**config.mk**
```make
export PLATFORM = sky130hd
export DESIGN_NAME = latency_timing_gen
export DESIGN_NICKNAME = d
export VERILOG_FILES = /design/src/rtl/dtg_pkg.sv /design/src/rtl/dtg_ctrl.sv /design/src/rtl/dtg_lane.sv /design/src/rtl/dtg_datapath.sv /design/src/rtl/latency_timing_gen.sv
export SDC_FILE = /design/constraint.sdc
export NUM_CORES = 1
export LEC_CHECK = 0
export ABC_AREA = 1
export BUFFER_PORTS_ARGS = -buffer_cell sky130_fd_sc_hd__clkbuf_2
export CAP_MARGIN = 20
export CORE_MARGIN = 2
export CORE_UTILIZATION = 40
export CTS_CLUSTER_DIAMETER = 50
export DETAILED_ROUTE_END_ITERATION = 10
export GPL_TIMING_DRIVEN = 0
export PLACE_DENSITY = 0.55
export RECOVER_POWER = 25
export SLEW_MARGIN = 20
export SYNTH_ARGS = -nofsm -noshare
export SYNTH_HDL_FRONTEND = slang
export SYNTH_SLANG_ARGS = --single-unit
```
**constraint.sdc**
```tcl
create_clock -name clk -period 1.15 [get_ports clk]
set_input_delay 0.345 -clock clk [delete_from_list [all_inputs] [get_ports clk]]
set_output_delay 0.345 -clock clk [all_outputs]
set_load 0.1 [all_outputs]
```
**src/rtl/dtg_pkg.sv**
```systemverilog
package dtg_pkg;

  localparam int NUM_PORTS = 2;

  typedef struct packed {
    logic rd;
    logic wr;
  } laneCmd_t;

  typedef struct packed {
    logic                         flush;
    logic                         modeHigh;
    laneCmd_t [NUM_PORTS-1:0]     acc;
  } ctrlStrobe_t;

  typedef struct packed {
    logic rdValid;
    logic wrCapture;
    logic validStrobe;
    logic driveEn;
  } laneOut_t;

endpackage

```
**src/rtl/dtg_ctrl.sv**
```systemverilog
module dtg_ctrl
  import dtg_pkg::*;
(
  input  logic                 clk,
  input  logic                 rst,
  input  logic                 speedHigh,
  input  logic [NUM_PORTS-1:0] cmdValid,
  input  logic [NUM_PORTS-1:0] cmdWrite,
  output ctrlStrobe_t          strobe,
  output logic                 phaseFall
);

  logic phaseQ;
  logic modeQ;
  logic modeChange;

  assign modeChange = (speedHigh != modeQ);

  // Half-cycle phase and latched speed grade
  always_ff @(posedge clk) begin
    if (rst) begin
      phaseQ <= 1'b0;
      modeQ  <= speedHigh;
    end else begin
      phaseQ <= ~phaseQ;
      if (modeChange) modeQ <= speedHigh;
    end
  end

  // Port p owns the half whose phase equals p[0]
  always_comb begin
    strobe.flush    = modeChange;
    strobe.modeHigh = modeQ;
    for (int p = 0; p < NUM_PORTS; p++) begin
      logic slotOk;
      slotOk = (phaseQ == p[0]) && cmdValid[p] && !modeChange;
      strobe.acc[p].rd = slotOk && !cmdWrite[p];
      strobe.acc[p].wr = slotOk &&  cmdWrite[p];
    end
  end

  assign phaseFall = phaseQ;

  assert_phase_toggle_R2: assert property (@(posedge clk) disable iff (rst)
    1'b1 |=> (phaseQ != $past(phaseQ)));

  assert_portA_rising_R3: assert property (@(posedge clk) disable iff (rst)
    (strobe.acc[0] != '0) |=> phaseQ);

  assert_portB_falling_R3: assert property (@(posedge clk) disable iff (rst)
    (strobe.acc[1] != '0) |=> !phaseQ);

  assert_mode_adopt_R10: assert property (@(posedge clk) disable iff (rst)
    modeChange |=> (modeQ == $past(speedHigh)));

endmodule

```
**src/rtl/dtg_lane.sv**
```systemverilog
module dtg_lane
  import dtg_pkg::*;
#(
  parameter int RD_LO = 5,
  parameter int WR_LO = 3,
  parameter int RD_HI = 8,
  parameter int WR_HI = 5
)(
  input  logic     clk,
  input  logic     rst,
  input  logic     flush,
  input  logic     modeHigh,
  input  logic     accRd,
  input  logic     accWr,
  output laneOut_t laneOut
);

  localparam int RD_MAX   = (RD_HI > RD_LO) ? RD_HI : RD_LO;
  localparam int WR_MAX   = (WR_HI > WR_LO) ? WR_HI : WR_LO;
  localparam int RD_DEPTH = 2 * RD_MAX + 2;
  localparam int WR_DEPTH = 2 * WR_MAX + 2;
  localparam int RD_TAP_LO = 2 * RD_LO;
  localparam int RD_TAP_HI = 2 * RD_HI;
  localparam int WR_TAP_LO = 2 * WR_LO;
  localparam int WR_TAP_HI = 2 * WR_HI;

  logic [RD_DEPTH-1:0] rdPipe;
  logic [WR_DEPTH-1:0] wrPipe;

  // One stage per tick; stage j holds a command taken j edges ago
  always_ff @(posedge clk) begin
    if (rst || flush) begin
      rdPipe <= '0;
      wrPipe <= '0;
    end else begin
      rdPipe <= {rdPipe[RD_DEPTH-2:0], accRd};
      wrPipe <= {wrPipe[WR_DEPTH-2:0], accWr};
    end
  end

  logic preWord, firstWord, lastWord;

  always_comb begin
    if (modeHigh) begin
      preWord   = rdPipe[RD_TAP_HI-1];
      firstWord = rdPipe[RD_TAP_HI];
      lastWord  = rdPipe[RD_TAP_HI+1];
      laneOut.wrCapture = wrPipe[WR_TAP_HI] | wrPipe[WR_TAP_HI+1];
    end else begin
      preWord   = rdPipe[RD_TAP_LO-1];
      firstWord = rdPipe[RD_TAP_LO];
      lastWord  = rdPipe[RD_TAP_LO+1];
      laneOut.wrCapture = wrPipe[WR_TAP_LO] | wrPipe[WR_TAP_LO+1];
    end
    laneOut.rdValid     = firstWord | lastWord;
    laneOut.validStrobe = preWord | firstWord;
    laneOut.driveEn     = preWord | firstWord | lastWord;
  end

  assert_strobe_leads_R7: assert property (@(posedge clk) disable iff (rst)
    $rose(laneOut.rdValid) |-> $past(laneOut.validStrobe));

  assert_release_after_word_R8: assert property (@(posedge clk) disable iff (rst)
    ($fell(laneOut.driveEn) && !$past(flush)) |-> $past(laneOut.rdValid));

  assert_write_pair_R6: assert property (@(posedge clk) disable iff (rst)
    ($rose(laneOut.wrCapture) && !flush) |=> laneOut.wrCapture);

  assert_flush_quiet_R10: assert property (@(posedge clk) disable iff (rst)
    flush |=> (!laneOut.driveEn && !laneOut.wrCapture));

endmodule

```
**src/rtl/dtg_datapath.sv**
```systemverilog
module dtg_datapath
  import dtg_pkg::*;
#(
  parameter int RD_LO = 5,
  parameter int WR_LO = 3,
  parameter int RD_HI = 8,
  parameter int WR_HI = 5
)(
  input  logic                     clk,
  input  logic                     rst,
  input  ctrlStrobe_t              strobe,
  output laneOut_t [NUM_PORTS-1:0] lanes
);

  for (genvar g = 0; g < NUM_PORTS; g++) begin : gLane
    dtg_lane #(
      .RD_LO(RD_LO), .WR_LO(WR_LO), .RD_HI(RD_HI), .WR_HI(WR_HI)
    ) u_lane (
      .clk      (clk),
      .rst      (rst),
      .flush    (strobe.flush),
      .modeHigh (strobe.modeHigh),
      .accRd    (strobe.acc[g].rd),
      .accWr    (strobe.acc[g].wr),
      .laneOut  (lanes[g])
    );
  end

endmodule

```
**src/rtl/latency_timing_gen.sv**
```systemverilog
module latency_timing_gen
  import dtg_pkg::*;
#(
  parameter int RD_LO = 5,
  parameter int WR_LO = 3,
  parameter int RD_HI = 8,
  parameter int WR_HI = 5
)(
  input  logic clk,
  input  logic rst,
  input  logic speedHigh,
  input  logic cmdValidA,
  input  logic cmdWriteA,
  input  logic cmdValidB,
  input  logic cmdWriteB,
  output logic phaseFall,
  output logic rdValidA,
  output logic wrCaptureA,
  output logic validStrobeA,
  output logic driveEnA,
  output logic rdValidB,
  output logic wrCaptureB,
  output logic validStrobeB,
  output logic driveEnB
);

  ctrlStrobe_t              strobe;
  laneOut_t [NUM_PORTS-1:0] lanes;

  dtg_ctrl u_ctrl (
    .clk       (clk),
    .rst       (rst),
    .speedHigh (speedHigh),
    .cmdValid  ({cmdValidB, cmdValidA}),
    .cmdWrite  ({cmdWriteB, cmdWriteA}),
    .strobe    (strobe),
    .phaseFall (phaseFall)
  );

  dtg_datapath #(
    .RD_LO(RD_LO), .WR_LO(WR_LO), .RD_HI(RD_HI), .WR_HI(WR_HI)
  ) u_datapath (
    .clk    (clk),
    .rst    (rst),
    .strobe (strobe),
    .lanes  (lanes)
  );

  assign rdValidA     = lanes[0].rdValid;
  assign wrCaptureA   = lanes[0].wrCapture;
  assign validStrobeA = lanes[0].validStrobe;
  assign driveEnA     = lanes[0].driveEn;
  assign rdValidB     = lanes[1].rdValid;
  assign wrCaptureB   = lanes[1].wrCapture;
  assign validStrobeB = lanes[1].validStrobe;
  assign driveEnB     = lanes[1].driveEn;

endmodule

```
==> impl_metrics.json <==
{
  "p_sw_share_pct": 25.0,
  "firstDrtPassIters": 4,
  "clkLatencyLatePin_ns": 0.33,
  "p_int_mw": 3.53,
  "multi_input_area_um2": 569,
  "status": "complete, but fails checks",
  "drv_cap": 0,
  "portBuffers": 15,
  "grt_pass1_wl_um": 5370,
  "start_util_pct": 42.1,
  "path_buf_inv": 3,
  "nNetsFinal": 267,
  "overflow": 0,
  "finalSetupTns_ns": -6.87,
  "p_seq_share_pct": 46.1,
  "clk_path_buf_depth": 2,
  "die-area_um2": 5660,
  "vdd_ir_drop_max_v": 0.00104,
  "fillerInstances": 450,
  "slew-limit-headroom_pct": 77.8,
  "yosys.area.top_type": "dfxtp_1",
  "synth_top_cell_area_share_pct": 60.2,
  "syn_avg_cell_area_um2": 8.79,
  "crit_family": "buffers and inverters",
  "min_path_type": "primary input to register",
  "cp_max_fo": 11,
  "row_count": 25,
  "fin_util_pct": 57.0,
  "layout_setup_ws_ns": -0.623,
  "failed_checks": "setup timing",
  "crit_path_top_delay_cell": "edfxtp_1",
  "cp.arrival_ns": 1.43,
  "seqCellArea_um2": 1250,
  "syn_nets": 238,
  "worstSetupPathType": "register to primary output",
  "grtUsageTotal_pct": 13.5,
  "totalWireLength_um": 3000,
  "cp_data_required_time_ns": 0.81,
  "vias_per_cell": 3.92,
  "switching_power_mw": 1.18,
  "fin_skew_ns": 0.00962,
  "fp.dieH_um": 75.2,
  "antenna_found_initial": 0,
  "yosys_warnings": 0,
  "io_pins": 16,
  "grt_pass1_vias": 1209,
  "drt_first_iter_violations": 51,
  "p_leak_nw": 1.06,
  "worstSetupEndpointType": "primary output",
  "cts_hold_repair.buffers": 0,
  "synthDistinctLibCells": 14,
  "route.detailed.drc": 0,
  "synth-seq-area-share_pct": 61.7,
  "hpwlAfterDp_um": 1850,
  "crit_path_start_kind": "register",
  "clk_pin_slew_ns": 0.07,
  "grt_max_degree": 12,
  "ant_nets": 0,
  "ys_top_cells_by_area": "dfxtp_1, inv_1, nor2_1, nor2_2, nand2_1",
  "cts_root_buffer": "clkbuf_8",
  "final_area_um2": 2740,
  "synth.cell_area_um2": 2030,
  "placed_area_um2": 2300,
  "drv_slew": 0,
  "dieWidth_um": 75.2,
  "cts_max_level": 3,
  "clock_sinks": 62,
  "setup_viol": 68,
  "p_clk_share_pct": 40.2,
  "slowest_delay_ns": 0.37,
  "cts_buffers": 9,
  "crit_chain": "buf_6 > inv_8 > nand2_1 > nand2_2 > nand3_4 > clkbuf_16",
  "syn2layout_area_growth_pct": 35.2,
  "dp_slack_ns": -0.495,
  "ys_ff_latch": 62,
  "place_congestion": 0.685,
  "synthCells": 231,
  "drive_above_1_share_pct": 29.1,
  "rsz0062_at_grt": "yes",
  "diodes": 0,
  "hold_viol": 0,
  "core_um2": 4820,
  "period_share_pct": 154,
  "power_density_nw_per_um2": 1720,
  "vias": 1300,
  "cts_tree": "built",
  "post-route-min-period_ns": 1.77,
  "timing.fmax_mhz": 564,
  "combPwrFrac_pct": 13.7,
  "worst_slew_pin_slew_ns": 0.330,
  "post_drt_wl_per_cell_um": 9.04
}
[sequential cells by signal (all words and copies together), names as in the netlist]
signal,flops
u_datapath.gLane.u_lane.wrPipe,24
u_ctrl.modeQ,1
u_datapath.gLane.u_lane.rdPipe,36
u_ctrl.phaseFall,1
[final cells by class]
cell class              count  share of cell area [%]
clock buffers              13                    5.79
well taps                  67                    3.06
inverters                  62                    8.76
repair buffers             17                    10.7
repair inverters            1                   0.319
clock inverters             3                    1.55
plain buffers               7                    3.33
flip-flops and latches     62                    45.7
multi-input cells         100                    20.7
[timing repair]
action / in CTS / in global routing
gates cloned: 2 / 0
setup buffers: 1 / 0
pin swaps: 1 / 1
gates resized for setup: 31 / 1
endpoints found under the setup margin: 28 / 69
[per-layer routing]
metal	vias to the layer above	track usage, %	routed length [µm]
met5	-	0	0
met1	566	15.6	1450
li1	704	-	-
met2	28	19.6	1350
met3	2	8.84	180
met4	0	6.43	24
[cell families after synthesis]
group           share of synthesized area (%)
buf+inv                                  15.5
flops                                    61.7
simple gates                             21.9
compound gates                          0.986
[per-stage QoR]
stage,power [mW],instances,hold slack (ns)
after global routing,4.92,332,0.161
after floorplan,2.64,231,0.394
after global placement,2.71,313,0.395
after CTS,4.79,332,0.161
after detailed placement,2.71,313,0.400
final,4.71,332,0.183
[placed cells by master (no fill, tap or decap), types with 5 or more instances in the layout]
master,count
buf_6,5
clkbuf_16,9
clkbuf_2,5
clkbuf_8,11
dfxtp_1,60
inv_1,61
nand2_1,12
nand2_2,5
nand2_4,10
nor2_1,43
nor2_2,18
[power by group through the flow]
stage	Combinational (mW)	Sequential [mW]	Clock [mW]
after floorplan	0.405	2.23	0
after global placement	0.495	2.22	0
after detailed placement	0.497	2.22	0
after CTS	0.647	2.17	1.97
after global routing	0.683	2.17	2.07
final	0.646	2.17	1.89
[final timing paths]
path                                                        start                                               to  slack [ns]  cells past startpoint
setup / recovery                           u_ctrl.modeQ$_DFFE_PP_                                         driveEnA       -0.62                      6
hold / removal                                                rst                      u_ctrl.phaseFall$_SDFF_PP0_        0.18                      2
setup reg to reg                           u_ctrl.modeQ$_DFFE_PP_  u_datapath.gLane[0].u_lane.rdPipe[4]$_SDFF_PP0_       -0.14                      5
hold reg to reg   u_datapath.gLane[0].u_lane.wrPipe[4]$_SDFF_PP0_  u_datapath.gLane[0].u_lane.wrPipe[5]$_SDFF_PP0_        0.40                      2
[Yosys cell counts]
| library cell | count |
|---|---|
| nand3b_1 | 1 |
| nand3_1 | 5 |
| buf_6 | 7 |
| nor2_2 | 18 |
| inv_1 | 61 |
| inv_4 | 1 |
| nand2_1 | 26 |
| o21ai_0 | 4 |
| nor2_1 | 43 |
| dfxtp_1 | 61 |
| nor2_4 | 1 |
| nand2_4 | 1 |
| nand3_4 | 1 |
| edfxtp_1 | 1 |
[worst register-to-register path, cell delays in order (launching register included)]
cell	delay (ns)
edfxtp_1	0.37
buf_6	0.18
nand2_1	0.14
nand3_4	0.17
bufbuf_16	0.32
nor2_2	0.07
Power figures use the tool's default switching activity.
